[src/rtl/mac_pkg.sv]
package mac_pkg;

   // Third-term select of the post-multiply adder
   typedef enum logic [1:0] {
      Z_ZERO = 2'b00,
      Z_ACC  = 2'b01,
      Z_EXT  = 2'b10,
      Z_CAS  = 2'b11
   } zsel_e;

   // Per-operation controls, travelling with the operands
   typedef struct packed {
      zsel_e zsel;
      logic  sub;
      logic  shr;
      logic  addm;
   } ctl_t;

   localparam int CTL_W = $bits(ctl_t);

endpackage

[src/rtl/mac_pipe.sv]
module mac_pipe #(
   parameter int W     = 8,
   parameter int DEPTH = 1
) (
   input  logic         clk,
   input  logic         rst,
   input  logic         ce,
   input  logic [W-1:0] d,
   output logic [W-1:0] q
);

   if (DEPTH < 0 || DEPTH > 2) begin : g_bad_depth
      $error("mac_pipe: DEPTH must be 0, 1 or 2");
   end

   if (DEPTH == 0) begin : g_wire
      assign q = d;
   end else begin : g_regs
      logic [W-1:0] stg [DEPTH];

      for (genvar i = 0; i < DEPTH; i++) begin : g_stage
         if (i == 0) begin : g_first
            always_ff @(posedge clk) begin
               if (rst)     stg[i] <= '0;
               else if (ce) stg[i] <= d;
            end
         end else begin : g_next
            always_ff @(posedge clk) begin
               if (rst)     stg[i] <= '0;
               else if (ce) stg[i] <= stg[i-1];
            end
         end
      end

      assign q = stg[DEPTH-1];

      AST_PIPE_CLEAR: assert property (@(posedge clk)
         rst |=> (q == '0));
      AST_PIPE_HOLD: assert property (@(posedge clk) disable iff (rst)
         !ce |=> $stable(q));
   end

endmodule

[src/rtl/mac_mult.sv]
module mac_mult #(
   parameter int A_W  = 18,
   parameter int B_W  = 18,
   parameter int PP_W = 36
) (
   input  logic [A_W-1:0]  a,
   input  logic [B_W-1:0]  b,
   input  logic            addm,
   output logic [PP_W-1:0] x,
   output logic [PP_W-1:0] y
);

   localparam int LO_W = B_W / 2;
   localparam int HI_W = B_W - LO_W;

   if (PP_W < A_W + B_W) begin : g_bad_width
      $error("mac_mult: PP_W must hold the full product");
   end

   logic signed [PP_W-1:0] a_x;
   logic signed [PP_W-1:0] b_x;
   logic signed [PP_W-1:0] blo_x;
   logic signed [PP_W-1:0] bhi_x;
   logic signed [PP_W-1:0] pp_lo;
   logic signed [PP_W-1:0] pp_hi;

   always_comb begin
      a_x   = {{(PP_W-A_W){a[A_W-1]}}, a};
      b_x   = {{(PP_W-B_W){b[B_W-1]}}, b};
      // low chunk of b is unsigned, high chunk carries the sign
      blo_x = {{(PP_W-LO_W){1'b0}}, b[LO_W-1:0]};
      bhi_x = {{(PP_W-HI_W){b[B_W-1]}}, b[B_W-1:LO_W]};
      pp_lo = a_x * blo_x;
      pp_hi = (a_x * bhi_x) <<< LO_W;
   end

   // add mode: the two operands replace the partial products
   assign x = addm ? a_x : pp_lo;
   assign y = addm ? b_x : pp_hi;

endmodule

[src/rtl/mac_sum.sv]
module mac_sum
   import mac_pkg::*;
#(
   parameter int PP_W  = 36,
   parameter int P_W   = 48,
   parameter int SHIFT = 17
) (
   input  logic [PP_W-1:0] x,
   input  logic [PP_W-1:0] y,
   input  ctl_t            ctl,
   input  logic [P_W-1:0]  acc,
   input  logic [P_W-1:0]  ext,
   input  logic [P_W-1:0]  cas,
   output logic [P_W-1:0]  sum
);

   if (SHIFT >= P_W) begin : g_bad_shift
      $error("mac_sum: SHIFT must be below P_W");
   end

   logic signed [P_W-1:0] xs;
   logic signed [P_W-1:0] ys;
   logic signed [P_W-1:0] z;
   logic signed [P_W-1:0] cas_adj;
   logic signed [P_W-1:0] xy;

   always_comb begin
      xs      = {{(P_W-PP_W){x[PP_W-1]}}, x};
      ys      = {{(P_W-PP_W){y[PP_W-1]}}, y};
      cas_adj = ctl.shr ? ($signed(cas) >>> SHIFT) : $signed(cas);
      unique case (ctl.zsel)
         Z_ZERO:  z = '0;
         Z_ACC:   z = $signed(acc);
         Z_EXT:   z = $signed(ext);
         default: z = cas_adj;
      endcase
      xy  = xs + ys;
      sum = ctl.sub ? (z - xy) : (z + xy);
   end

endmodule

[src/rtl/mac_slice.sv]
module mac_slice
   import mac_pkg::*;
#(
   parameter int A_W       = 18,
   parameter int B_W       = 18,
   parameter int P_W       = 48,
   parameter int CAS_SHIFT = 17,
   parameter int IN_STAGES = 1,
   parameter int MUL_STAGE = 1
) (
   input  logic           clk,
   input  logic           rst,
   input  logic           ce_in,
   input  logic           ce_mul,
   input  logic           ce_out,
   input  logic [A_W-1:0] op_a,
   input  logic [B_W-1:0] op_b,
   input  logic [P_W-1:0] addend,
   input  logic [P_W-1:0] cas_in,
   input  logic [1:0]     sel_z,
   input  logic           do_sub,
   input  logic           cas_shr,
   input  logic           mode_add,
   output logic [P_W-1:0] result,
   output logic [P_W-1:0] cas_out
);

   localparam int PP_W  = A_W + B_W;
   localparam int IN_W  = A_W + B_W + CTL_W;
   localparam int MUL_W = 2 * PP_W + CTL_W;

   if (P_W < PP_W + 2) begin : g_bad_pw
      $error("mac_slice: P_W too narrow for the product");
   end
   if (MUL_STAGE < 0 || MUL_STAGE > 1) begin : g_bad_mul
      $error("mac_slice: MUL_STAGE must be 0 or 1");
   end

   // ---------------- input stage ----------------
   ctl_t            ctl_d;
   logic [IN_W-1:0] in_d;
   logic [IN_W-1:0] in_q;
   logic [A_W-1:0]  a_q;
   logic [B_W-1:0]  b_q;
   ctl_t            ctl_q;

   always_comb begin
      ctl_d.zsel = zsel_e'(sel_z);
      ctl_d.sub  = do_sub;
      ctl_d.shr  = cas_shr;
      ctl_d.addm = mode_add;
   end

   assign in_d = {op_a, op_b, ctl_d};

   mac_pipe #(.W(IN_W), .DEPTH(IN_STAGES)) i_in_pipe (
      .clk (clk),
      .rst (rst),
      .ce  (ce_in),
      .d   (in_d),
      .q   (in_q)
   );

   assign {a_q, b_q, ctl_q} = in_q;

   // ---------------- multiplier ----------------
   logic [PP_W-1:0] x_d;
   logic [PP_W-1:0] y_d;

   mac_mult #(.A_W(A_W), .B_W(B_W), .PP_W(PP_W)) i_mult (
      .a    (a_q),
      .b    (b_q),
      .addm (ctl_q.addm),
      .x    (x_d),
      .y    (y_d)
   );

   // ---------------- post-multiply stage ----------------
   logic [MUL_W-1:0] mul_q;
   logic [PP_W-1:0]  x_q;
   logic [PP_W-1:0]  y_q;
   ctl_t             mctl_q;

   mac_pipe #(.W(MUL_W), .DEPTH(MUL_STAGE)) i_mul_pipe (
      .clk (clk),
      .rst (rst),
      .ce  (ce_mul),
      .d   ({x_d, y_d, ctl_q}),
      .q   (mul_q)
   );

   assign {x_q, y_q, mctl_q} = mul_q;

   // ---------------- adder and result register ----------------
   logic [P_W-1:0] sum;
   logic [P_W-1:0] p_q;

   mac_sum #(.PP_W(PP_W), .P_W(P_W), .SHIFT(CAS_SHIFT)) i_sum (
      .x   (x_q),
      .y   (y_q),
      .ctl (mctl_q),
      .acc (p_q),
      .ext (addend),
      .cas (cas_in),
      .sum (sum)
   );

   always_ff @(posedge clk) begin
      if (rst)         p_q <= '0;
      else if (ce_out) p_q <= sum;
   end

   assign result  = p_q;
   assign cas_out = p_q;

   // ---------------- assertions ----------------
   AST_OUT_CLEAR: assert property (@(posedge clk)
      rst |=> (result == '0 && cas_out == '0));
   AST_OUT_FREEZE: assert property (@(posedge clk) disable iff (rst)
      !ce_out |=> $stable(result));
   AST_ZERO_TERM: assert property (@(posedge clk) disable iff (rst)
      (ce_out && mctl_q.zsel == Z_ZERO && x_q == '0 && y_q == '0)
      |=> (result == '0));
   AST_ACC_IDLE: assert property (@(posedge clk) disable iff (rst)
      (ce_out && mctl_q.zsel == Z_ACC && x_q == '0 && y_q == '0)
      |=> $stable(result));

endmodule

[config.mk]
export PLATFORM = sky130hd
export DESIGN_NAME = mac_slice
export DESIGN_NICKNAME = d
export VERILOG_FILES = /design/src/rtl/mac_pkg.sv /design/src/rtl/mac_pipe.sv /design/src/rtl/mac_mult.sv /design/src/rtl/mac_sum.sv /design/src/rtl/mac_slice.sv
export SDC_FILE = /design/constraint.sdc
export NUM_CORES = 1
export LEC_CHECK = 0
export BUFFER_PORTS_ARGS = -buffer_cell sky130_fd_sc_hd__buf_2
export CORE_MARGIN = 1
export CORE_UTILIZATION = 31
export DETAILED_ROUTE_END_ITERATION = 10
export PLACE_DENSITY = 0.57
export SYNTH_ARGS = -nofsm -noshare
export SYNTH_HDL_FRONTEND = slang
export SYNTH_SLANG_ARGS = --single-unit
[constraint.sdc]
create_clock -name clk -period 7.97 [get_ports clk]
set_input_delay 0.3985 -clock clk [delete_from_list [all_inputs] [get_ports clk]]
set_output_delay 0.3985 -clock clk [all_outputs]
set_load 0.05 [all_outputs]
# Word-level counts from Yosys, hierarchy flattened
# Memory sizes are Yosys's and may differ from the RTL's.
# Index checks and enable logic that the tools add are counted.
[classes] muxes=17 mul=2 eq_ne=2 add_sub_neg=3 reduce_logical=3
[ops] op="$pmux W48 S3" n=1
[ops] op="$mux W77" n=1
[ops] op="$reduce_or A77 Y1" n=1
[ops] op="$mux W36" n=2
[ops] op="$add A48 B48 Y48" n=1
[ops] op="$mux W48" n=1
[ops] op="$sub A48 B48 Y48" n=1
[ops] op="$mux W47" n=1
[ops] op="$mux W41" n=1
[ops] op="$reduce_or A41 Y1" n=1
[ops] op="$add A36 B36 Y37" n=1
[ops] op="$mul A18 B10 Y28" n=1
[ops] op="$mul A18 B9 Y27" n=1
[ops] op="$mux W1" n=10
[ops] op="$eq A2 B1 Y1 const B" n=1
[ops] op="$eq A2 B2 Y1 const B" n=1
[ops] op="$logic_not A2 Y1" n=1
[totals] ff_bits=48 mem_bits_rw=118 memories=2 elab_cells=30 out_inout_bits=96
[memory_table] memory="i_mul_pipe.g_regs.stg" words=1 word_bits=77 read_ports=1 rd_clocked_by_memory_dff=0 write_ports=1 line="mac_pipe.sv:19" rtl="logic [W-1:0] stg [DEPTH];"
[memory_table] memory="i_in_pipe.g_regs.stg" words=1 word_bits=41 read_ports=1 rd_clocked_by_memory_dff=0 write_ports=1 line="mac_pipe.sv:19"

# Logic depth before layout (Yosys ltp)
# Gate-level depths: netlist of the first run.
[logic_depth] word_depth=5 mapped_depth=28 depth_no_buf=28

# Hierarchy
# Synthesis of the first run repeated with hierarchy kept, for this count alone.
[hier_totals] hier_cells=2873 area_unflattened_um2=25948.6
[by_module_without_submodules] module="mac_mult" cells_per_inst=1399 seq_area_each_um2=0.0 area_per_inst_um2=12147.9 n_inst=1
[by_module_without_submodules] module="mac_sum" cells_per_inst=1009 seq_area_each_um2=0.0 area_per_inst_um2=6946.7 n_inst=1
[by_module_without_submodules] module="mac_pipe (i_mul_pipe)" cells_per_inst=171 seq_area_each_um2=2312.2 area_per_inst_um2=3123.0 n_inst=1
[by_module_without_submodules] module="mac_slice" cells_per_inst=203 seq_area_each_um2=960.9 area_per_inst_um2=2089.5 n_inst=1
[by_module_without_submodules] module="mac_pipe (i_in_pipe)" cells_per_inst=91 seq_area_each_um2=1231.2 area_per_inst_um2=1641.6 n_inst=1

# Worst setup path before layout of the first run
# Ideal clock, no wire load.
[synth_timing] kind="register -> register" start="memory i_in_pipe.g_regs.stg[0][8] (netlist name)" end="memory i_mul_pipe.g_regs.stg[0][67] (netlist name), data pin" setup_slack_ns=1.857 t_required_ns=7.703 stages_incl_launch_ff=24 arrival_time_ns=5.846 cell_sequence="edfxtp_1 -> clkbuf_1 -> clkbuf_1 -> nand2_1 -> fa_1 -> inv_1 -> fa_1 -> inv_1 -> fa_1 -> inv_1 -> fa_1 -> fa_1 -> ha_1 -> a21o_1 -> a21oi_1 -> o21ai_0 -> a221o_1 -> a211oi_1 -> o21a_1 -> o41ai_1 -> a21o_1 -> a21oi_1 -> xor2_1 -> o21ai_0"
[synth_between] elab_chain_len=4
[synth_rtl] item="start: declaration" line="mac_pipe.sv:19"
[synth_rtl] item="$mem_v2 Z1 W41"
[synth_rtl] item="$mul A18 B10 Y28" line="mac_mult.sv:33" rtl="pp_lo = a_x * blo_x;"
[synth_rtl] item="$mux W36" line="mac_mult.sv:38" rtl="assign x = addm ? a_x : pp_lo;"
[synth_rtl] item="$mux W77 (no source line)"
[synth_rtl] item="end: declaration" line="mac_pipe.sv:19"
# Every way passes these cells.

# Final worst setup path of the first run
[layout_timing] start="memory i_in_pipe.g_regs.stg[0][16] (netlist name)" end="memory i_mul_pipe.g_regs.stg[0][39] (netlist name), data pin"
[layout_between] elab_chain_len=4
[layout_rtl] item="$mem_v2 Z1 W41"
[layout_rtl] item="$mul A18 B9 Y27" line="mac_mult.sv:34" rtl="pp_hi = (a_x * bhi_x) <<< LO_W;"
[layout_rtl] item="$mux W36" line="mac_mult.sv:39" rtl="assign y = addm ? b_x : pp_hi;"
[layout_rtl] item="$mux W77 (no source line)"
# Every way passes these cells.

==> impl_metrics.yaml, run 1 <==
run_status:
  status: "completed"
grt:
  grt_pass1_vias: 19459
  grt_antenna_before_repair: 2
  grtUsageTotal_pct: 17.6
  grt_max_degree: 80
  grt_pass1_wl_um: 110000
  grt_remaining_overflow: 0
  met2_usage_pct: 29.0
  global_route.usage.met3_pct: 3.59
  grtUsageMet1_pct: 22.7
  globalRoute.busiestLayer: "met2"
detailed_routing:
  post_drt_wl_per_cell_um: 17.8
  ant_nets: 0
  first_iter_violations: 1028
  vias: 19368
  drt_pre_antenna_iters: 5
  drt_wl_total_um: 69200
  drc: 0
  vias_per_cell: 4.97
flow_run:
  max-cap-violations: 0
timing:
  max_freq_mhz: 150
  rsz0062_at_grt: "no"
  relSlewSlack_pct: 24.5
  period_share_pct: 83.9
  period_minus_slack_ns: 6.69
  tightest_slew_ns: 1.13
  maxSlewViolCount: 0
  finClkSkew_ns: 0.0149
  hold_viol: 0
  fin_setup_tns_ns: 0
  setup_viol: 0
yosys:
  ys_seq_area_share_pct: 17.3
  yosysWarnings: 0
  synth_area_leader_cell: "fa_1"
  postSynthCellCount: 2761
  syn_avg_cell_area_um2: 8.85
  ys_ff_latch: 157
  synth-async-reset-ratio_pct: 0
  synth_area_um2: 24400
  synthFlopType: "edfxtp_1"
  ys_types: 100
  netlist.area_leader.share_pct: 22.2
  syn_nets: 3379
  synth_edf_count: 109
  synth_area_leaders: "fa_1, edfxtp_1, ha_1"
critical_path:
  crit_chain: "nand2_1 -> fa_1 -> fa_1 -> inv_1 -> ha_1 -> inv_1 -> fa_1 -> inv_1 -> ha_1 -> ha_1 -> fa_1 -> a21o_1 -> a21oi_1 -> o21bai_1 -> a21oi_1 -> o21bai_1 -> a211o_1 -> a221oi_1 -> and2_1 -> o31ai_1 -> o41ai_1 -> xor2_1 -> o21ai_0"
  path_class: "register to register"
  crit_family: "adder cells"
  crit_top_cell: "fa_1"
  start_kind: "register"
  crit_fanout: 19
  worstPathArrival_ns: 6.86
  cp.buffers_inverters: 3
  max_stage_delay_ns: 0.80
  required_ns: 8.14
  end_kind: "register"
  critical-path-slowest-cell: "edfxtp_1"
finish:
  finish.net_count: 3458
  area_growth_pct: 9.29
  fin_cells: 3894
  drive_gt1_share_pct: 11.7
clock_network:
  cts_buffers: 17
  hold_buffers: 0
  post-cts-setup-buffers: 0
  cts_tree: "done"
  clock_latency_ns: 0.47
  cts_max_level: 4
  ctsResizeCount: 0
  cts.path.max_buffers: 2
  ctsRootBufferMaster: "clkbuf_16"
  cts.clk_slew.worst_paths_ns: 0.08
  clock-sinks: 157
placed_design:
  placed_cells: 3861
  dpl.hpwl_um: 55400
  portBuffers: 237
  gp_congestion: 0.939
power:
  power_density_nw_per_um2: 274
  pwr-share-clk_pct: 11.3
  power_frac_comb_pct: 70.4
  seqPwrFrac_pct: 18.3
  internal-power_w: 0.00343
  power.net_switching_w: 0.00388
  p_leak_nw: 12.9
  peakVddDrop_mv: 0.134
  switching_share_pct: 53.1
die:
  fp.dieW_um: 283
  initial_core_util_pct: 31.4
  dieArea_um2: 79900
  rows: 102
  die_y_um: 283
  core_area_um2: 77700
  ioPinCount: 238
worst_hold_path:
  hold_path.class: "input pin to register"
layout make-up:
class / instances / area (µm²)
fillers: 8059 / 51000
repair buffers: 250 / 1300
diodes: 1 / 2.50
clock inverters: 15 / 141
well taps: 1040 / 1300
flip-flops and latches: 157 / 4230
clock buffers: 17 / 425
inverters: 291 / 1090
multi-input cells: 2123 / 18200
worst reg2reg max path, delay by kind of cell, from the launching register on:
| kind | cells | cell delay, ns |
|---|---|---|
| AO/OA/AOI/OAI | 10 | 2.16 |
| XOR/XNOR | 1 | 0.17 |
| adder cells (fa/ha/maj) | 7 | 2.76 |
| buffers and inverters | 3 | 0.13 |
| flip-flops | 1 | 0.80 |
| AND/OR/NAND/NOR | 2 | 0.39 |
power groups by stage:
stage          Sequential, W  Clock (W)  Combinational, W
2_1_floorplan        0.00150          0           0.00391
3_3_place_gp         0.00135          0           0.00512
3_5_place_dp         0.00135          0           0.00513
4_1_cts              0.00134   0.000844           0.00516
5_1_grt              0.00137   0.000874           0.00578
6_report             0.00134   0.000828           0.00515
flip-flops by register name, summed over array words and instances, names as in the netlist:
name                   cells
cas_out                   48
i_in_pipe.g_regs.stg      41
i_mul_pipe.g_regs.stg     68
cell usage after synthesis, types with 18 or more instances:
cell type / number
edfxtp_1: 109
and2_1: 211
and3_1: 23
a21o_1: 59
xor2_1: 57
dfxtp_1: 48
o21bai_1: 21
fa_1: 271
ha_1: 205
nor2_1: 197
o21ai_0: 112
nand2_1: 231
a21oi_1: 187
buf_4: 48
xnor2_1: 97
inv_1: 291
nor3_1: 23
a22oi_1: 19
a22o_1: 28
nand3_1: 28
clkbuf_1: 119
mux2i_1: 70
nand2b_1: 46
nor2b_1: 18
a31oi_1: 20
placed cells by master (no fill, tap or decap), drive strengths merged, types with 28 or more instances in the layout:
cell | synthesis | layout
a21oi | 190 | 190
fa | 271 | 271
and2 | 211 | 211
inv | 291 | 296
nand3 | 30 | 30
xor2 | 58 | 58
xnor2 | 100 | 100
nand2 | 232 | 232
mux2i | 70 | 70
ha | 205 | 205
buf | 71 | 250
a21o | 60 | 60
a22o | 28 | 28
nor2 | 197 | 197
o21ai | 123 | 123
edfxtp | 109 | 109
nand2b | 47 | 47
dfxtp | 48 | 48
routing by layer:
metal	part of all wire, %	vias up
met5	0.019	-
met4	3.4	2
met3	5.4	95
met2	46	470
met1	45	9424
li1	-	9377
kinds of logic after synthesis:
family	after synthesis	share of synthesized area, %
AOI/OAI and AO/OA	568	15.2
xor gates and xnor gates	158	5.83
adders and majority gates	476	32.7
buffers and inverters	481	8.20
DFF	157	17.3
muxes	71	2.91
and+or+nand+nor	850	17.8
final timing paths:
check	from	to	slack, ns	cells past startpoint
worst max-delay path	i_in_pipe.g_regs.stg[0][16]	i_mul_pipe.g_regs.stg[0][39]	1.28	23
worst min-delay path	op_a[0]	i_in_pipe.g_regs.stg[0][23]	0.21	2
worst max register to register	i_in_pipe.g_regs.stg[0][16]	i_mul_pipe.g_regs.stg[0][39]	1.28	23
worst min register to register	cas_out[39]	cas_out[39]	0.51	2
stage by stage:
stage               worst slack [ns]  instance area, µm²  util, %  hold WS [ns]  power [W]
floorplan                       1.86               24400        -         0.497    0.00541
global placement                1.35               26100     33.6         0.492    0.00647
detailed placement              1.29               26100     33.6         0.502    0.00648
CTS                             1.27               26700     34.3         0.185    0.00734
global route                   0.891               26700     34.3         0.189    0.00802
finish                          1.28               26700     34.3         0.206    0.00731
Power figures use the tool's default switching activity.
==> run 2: changes to the inputs <==
ABC_AREA = 1   (was unset)
clock period = 6.7 ns   (was 7.97 ns; I/O delays follow)
==> run 2 against run 1 <==
- maximum frequency grew 8.4%
- flip-flop and latch count stayed put
- register-to-register slack got worse by 0.75 ns
- largest cell class unchanged
- largest power group unchanged
==> impl_metrics.yaml, run 2 <==
critical_path:
  crit-reg2reg-launch: "i_in_pipe.g_regs.stg[0][40]"
  end_kind: "register"
  crit_cells: 20
  path_class: "register to register"
  r2r_end: "i_mul_pipe.g_regs.stg[0][66]"
  start_kind: "register"
  crit_top_cell: "fa_1"
  worstPathArrival_ns: 6.38
  critical-path-slowest-cell: "edfxtp_1"
  crit_chain: "nand2_1 -> inv_1 -> fa_1 -> fa_1 -> inv_1 -> fa_1 -> inv_1 -> fa_1 -> fa_1 -> ha_1 -> nand2_1 -> nor4_1 -> nand4_1 -> nand3_1 -> nand3_1 -> nand2_1 -> a31o_2 -> nand2_1 -> inv_1 -> o21ai_0"
  max_stage_delay_ns: 0.88
  crit_path_start: "i_in_pipe.g_regs.stg[0][40]"
  rr_worst_depth: 20
  required_ns: 6.91
  crit_family: "adder cells"
  crit_fanout: 19
  crit_path_end: "i_mul_pipe.g_regs.stg[0][66]"
  rrSetupSlack_ns: 0.53
  cp.buffers_inverters: 4
yosys:
  synth_area_um2: 25800
  yosys.area_share.adder_pct: 31.0
  ys_ff_latch: 157
  synth_area_leader_cell: "fa_1"
  syn_avg_cell_area_um2: 7.12
  synth.most_common_cell: "inv_1"
  synth_area_leaders: "fa_1, edfxtp_1, inv_1"
  synth_compound_area_share_pct: 13.0
  synth_edf_count: 109
  syn_nets: 4243
  synthFlopType: "edfxtp_1"
  synthSimpleGateAreaFrac_pct: 20.9
  yosys.area_share.xor_xnor_pct: 3.39
  yosysWarnings: 0
  netlist.area_leader.share_pct: 21.0
  synthMuxAreaShare_pct: 0
  ys_types: 57
  synth_common_cells: "inv_1, nand2_1, nor2_1"
  postSynthCellCount: 3625
  synth-async-reset-ratio_pct: 0
  synth_top_family_by_area: "adder cells"
  ys_seq_area_share_pct: 16.4
die:
  dieArea_um2: 84400
  fp.dieW_um: 290
  core_area_um2: 82200
  ioPinCount: 238
  initial_core_util_pct: 31.4
  rows: 105
  die_y_um: 290
timing:
  rsz0062_at_grt: "no"
  tightest_slew_ns: 1.05
  fin_setup_tns_ns: 0
  fin_ws_ns: 0.532
  setup_viol: 0
  max_freq_mhz: 162
  maxSlewViolCount: 0
  relSlewSlack_pct: 29.7
  finClkSkew_ns: 0.0209
  hold_viol: 0
  period_share_pct: 92.1
  period_minus_slack_ns: 6.17
finish:
  finish.net_count: 4360
  largest_register: "i_mul_pipe.g_regs.stg"
  final_common_cell: "inv_1"
  largest_reg_flops: 68
  multi_input_area_um2: 17600
  regArea_um2: 4230
  finish.utilization_pct: 34.4
  fillers: 8934
  final_cell_mix: "inv_1, nand2_1, nor2_1"
  area_growth_pct: 9.84
  diodes: 0
  drive_gt1_share_pct: 10.7
power:
  power_frac_comb_pct: 70.3
  peakVddDrop_mv: 0.191
  p_total_w: 0.00833
  p_leak_nw: 16.0
  seqPwrFrac_pct: 17.6
  internal-power_w: 0.00374
  power.net_switching_w: 0.00459
  switching_share_pct: 55.1
  power_density_nw_per_um2: 294
  pwr-share-clk_pct: 12.1
clock_network:
  clock_latency_ns: 0.48
  cts.path.max_buffers: 2
  cts_buffers: 17
  ctsRootBufferMaster: "clkbuf_16"
  post-cts-setup-buffers: 0
  cts_max_level: 4
  hold_buffers: 0
  clock-sinks: 157
  ctsResizeCount: 0
  cts.clk_slew.worst_paths_ns: 0.08
  cts_tree: "done"
grt:
  grt_max_degree: 69
  grt_antenna_before_repair: 1
  grt_pass1_wl_um: 124000
  grtUsageTotal_pct: 18.6
  grt_pass1_vias: 23011
  grt_remaining_overflow: 0
worst_hold_path:
  hold_path.class: "input pin to register"
detailed_routing:
  vias: 23195
  ant_nets: 0
  vias_per_cell: 4.81
  first_iter_violations: 1119
  drt_pre_antenna_iters: 5
  drt_wl_total_um: 78900
  post_drt_wl_per_cell_um: 16.4
  drc: 0
placed_design:
  portBuffers: 237
  gp_congestion: 0.981
  dpl.hpwl_um: 66400
  dp_slack_ns: 0.423
run_status:
  status: "completed"
flow_run:
  max-cap-violations: 0
run 2: cell count changes in the layout (fill, tap and decap cells not counted), sizes merged, moves of 23 or more:
cell    previous run  this run
nand3             30        93
nand2            232       797
nor2             197       320
and3              26         1
inv              296       829
o21ai            123       199
a21oi            190       246
mux2i             70         0
buf              250       273
and2             211         2
xnor2            100        42
nand2b            47         0
a21o              60        10
run 2: logic make-up after synthesis:
group           Yosys count
xor+xnor                 98
fa+ha+maj               476
compound gates          590
buf+inv                1003
simple gates           1301
flops                   157
run 2: layer usage:
metal | share of wire [%] | wire (µm) | GRT usage (%)
met5 | 0.016 | 13 | 0
met4 | 4.1 | 3220 | 7.37
met2 | 50 | 39200 | 33.4
met1 | 42 | 33400 | 22.4
met3 | 3.9 | 3070 | 2.14
run 2: metrics by stage:
step	instance area, µm²	hold WS (ns)	cells
after global placement	27800	0.516	4793
after CTS	28300	0.120	4825
after detailed placement	27800	0.523	4793
after global routing	28300	0.139	4825
after floorplan	25800	0.519	3625
final	28300	0.146	4825
run 2: worst min-delay path by stage:
stage | from | to | slack (ns) | cells past startpoint
2_1_floorplan | i_in_pipe.g_regs.stg[0][1] | i_mul_pipe.g_regs.stg[0][1] | 0.52 | 2
3_3_place_gp | cas_out[43] | cas_out[43] | 0.52 | 2
3_5_place_dp | cas_out[45] | cas_out[45] | 0.52 | 2
4_1_cts | op_a[13] | i_in_pipe.g_regs.stg[0][36] | 0.12 | 3
5_1_grt | op_a[15] | i_in_pipe.g_regs.stg[0][38] | 0.14 | 3
6_report | op_a[16] | i_in_pipe.g_regs.stg[0][39] | 0.15 | 3
run 2: area by class of cell:
cell class,instances,share of cell area [%]
Multi-Input combinational cell,2465,62.2
Clock buffer,24,1.72
Timing Repair Buffer,273,5.14
Sequential cell,157,14.9
Clock inverter,8,0.296
Inverter,828,11.0
Tap cell,1070,4.73
run 2: worst register-to-register path, stage by stage (launching register included):
cell and delay [ns]:
edfxtp_1 0.88, nand2_1 0.23, inv_1 0.17, fa_1 0.58, fa_1 0.58, inv_1 0.05, fa_1 0.47, inv_1 0.05
fa_1 0.56, fa_1 0.43, ha_1 0.37, nand2_1 0.12, nor4_1 0.49, nand4_1 0.14, nand3_1 0.22, nand3_1 0.10
nand2_1 0.14, a31o_2 0.17, nand2_1 0.04, inv_1 0.05, o21ai_0 0.07
run 2: power by group through the flow:
stage / sequential (W) / combinational, W / clock (W)
final: 0.00147 / 0.00585 / 0.00100
after floorplan: 0.00157 / 0.00430 / 0
after detailed placement: 0.00149 / 0.00582 / 0
after global placement: 0.00149 / 0.00579 / 0
after CTS: 0.00147 / 0.00585 / 0.00103
after global routing: 0.00149 / 0.00659 / 0.00105
==> run 3: changes to the inputs <==
CORE_ASPECT_RATIO = 1.5   (was unset)
MAX_ROUTING_LAYER = met4   (was unset)
clock period = 6.8 ns   (was 6.7 ns; I/O delays follow)
==> run 3 against run 2 <==
- non-clock buffer count decreased by 8
- global-route usage increased by 1.9 points
- critical path depth unchanged
- total power decreased by 0.35%
- worst hold slack got worse by 0.016 ns
- via count increased by 1.3%
- register-to-register slack got worse by 0.18 ns
- cell area increased by 0.12%
- largest power group unchanged
- highest routed layer is now met4
==> impl_metrics.yaml, run 3 (synthesized netlist as in run 2, its figures left out) <==
clock_network:
  post-cts-setup-buffers: 0
  clock_latency_ns: 0.50
  cts_buffers: 17
  ctsResizeCount: 0
  cts_max_level: 4
  clock-sinks: 157
  hold_buffers: 0
  ctsRootBufferMaster: "clkbuf_16"
  cts.path.max_buffers: 2
  cts.clk_slew.worst_paths_ns: 0.08
  cts_tree: "done"
timing:
  rsz0062_at_grt: "no"
  hold_viol: 0
  tightest_slew_ns: 1.04
  period_minus_slack_ns: 6.44
  setup_viol: 0
  relSlewSlack_pct: 30.7
  finClkSkew_ns: 0.0157
  period_share_pct: 94.8
  max_freq_mhz: 155
  fin_setup_tns_ns: 0
  maxSlewViolCount: 0
  whs_ns: 0.129
grt:
  grt_antenna_before_repair: 4
  grt_pass1_vias: 23656
  grt_max_degree: 69
  grt_pass1_wl_um: 129000
  grt_remaining_overflow: 0
  grtUsageTotal_pct: 20.5
detailed_routing:
  drc: 0
  vias: 23495
  drt_pre_antenna_iters: 6
  ant_nets: 0
  vias_per_cell: 4.83
  first_iter_violations: 1165
  drt_wl_total_um: 83400
  post_drt_wl_per_cell_um: 17.1
placed_design:
  portBuffers: 237
  placed_area_um2: 27800
  dpl.hpwl_um: 70000
  gp_congestion: 0.999
finish:
  largest_register: "i_mul_pipe.g_regs.stg"
  finish.net_count: 4352
  fillers: 8937
  area_growth_pct: 9.98
  drive_gt1_share_pct: 10.5
  final_cell_mix: "inv_1, nand2_1, nor2_1"
  final_area_um2: 28400
  largest_reg_flops: 68
  final_common_cell: "inv_1"
run_status:
  status: "completed"
die:
  initial_core_util_pct: 31.3
  dieArea_um2: 84400
  ioPinCount: 238
  fp.dieW_um: 238
  die_y_um: 355
  rows: 129
  core_area_um2: 82500
critical_path:
  r2r_end: "i_mul_pipe.g_regs.stg[0][66]"
  worstPathArrival_ns: 6.67
  start_kind: "register"
  required_ns: 7.02
  path_class: "register to register"
  crit-reg2reg-launch: "i_in_pipe.g_regs.stg[0][40]"
  crit_fanout: 19
  rr_worst_depth: 20
  end_kind: "register"
  rrSetupSlack_ns: 0.36
power:
  peakVddDrop_mv: 0.232
  p_total_w: 0.00830
  p_leak_nw: 16.0
  power_density_nw_per_um2: 292
worst_hold_path:
  whs_path_depth: 3
  hold_path.class: "input pin to register"
  holdPathEnd: "i_in_pipe.g_regs.stg[0][34]"
  worstHoldStart: "op_a[11]"
flow_run:
  max-cap-violations: 0
-- run 3: changes by cell type in the layout (fill, tap and decap cells not counted), sizes merged --
| cell | before | now |
|---|---|---|
| clkbuf | 24 | 19 |
| diode | 0 | 3 |
| inv | 829 | 834 |
| clkinv | 6 | 5 |
| bufinv | 1 | 2 |
| buf | 273 | 265 |
-- run 3: layout make-up --
cell class / count / area, µm² / share of cell area, %
Multi-Input combinational cell: 2465 / 17600 / 62.1
Sequential cell: 157 / 4230 / 14.9
Inverter: 828 / 3110 / 11.0
Timing Repair Buffer: 265 / 1400 / 4.92
Tap cell: 1113 / 1390 / 4.91
Clock buffer: 19 / 453 / 1.60
Clock inverter: 13 / 151 / 0.534
Antenna cell: 3 / 7.51 / 0.0265
-- run 3: critical path: stages, from the launching register on --
cell and delay (ns):
edfxtp_1 0.96, nand2_1 0.23, inv_1 0.17, fa_1 0.59, fa_1 0.59, inv_1 0.05, fa_1 0.47, inv_1 0.05
fa_1 0.57, fa_1 0.43, ha_1 0.37, nand2_1 0.12, nor4_1 0.54, nand4_1 0.21, nand3_1 0.23, nand3_1 0.10
nand2_1 0.15, a31o_2 0.18, nand2_1 0.05, inv_1 0.05, o21ai_0 0.07
-- run 3: worst max path at each step --
stage / start / end / slack, ns / cells past startpoint
5_1_grt: i_in_pipe.g_regs.stg[0][40] / i_mul_pipe.g_regs.stg[0][66] / 0.02 / 20
4_1_cts: i_in_pipe.g_regs.stg[0][40] / i_mul_pipe.g_regs.stg[0][66] / 0.24 / 20
3_3_place_gp: i_in_pipe.g_regs.stg[0][40] / i_mul_pipe.g_regs.stg[0][66] / 0.27 / 20
6_report: i_in_pipe.g_regs.stg[0][40] / i_mul_pipe.g_regs.stg[0][66] / 0.36 / 20
2_1_floorplan: i_in_pipe.g_regs.stg[0][7] / i_mul_pipe.g_regs.stg[0][60] / 1.31 / 23
3_5_place_dp: i_in_pipe.g_regs.stg[0][40] / i_mul_pipe.g_regs.stg[0][66] / 0.25 / 20
-- run 3: where the power goes --
group | internal, W | total (W) | switching [W]
logic | 0.00193 | 0.00580 | 0.00387
registers | 0.00121 | 0.00146 | 0.000246
clock network | 0.000568 | 0.00104 | 0.000474
total | 0.00371 | 0.00830 | 0.00459
-- run 3: metrics by stage --
step	std cells	utilization, %	setup slack [ns]
finish	4863	34.4	0.355
global route	4863	34.4	0.0225
CTS	4860	34.4	0.237
detailed placement	4828	33.7	0.253
global placement	4828	33.7	0.266
floorplan	3625	-	1.31
-- run 3: metal layers --
metal / track usage (%) / routed length [µm]
met1: 19.9 / 30600
met2: 38.7 / 45000
met3: 2.96 / 3180
met4: 11.0 / 4700
met5: - / 0
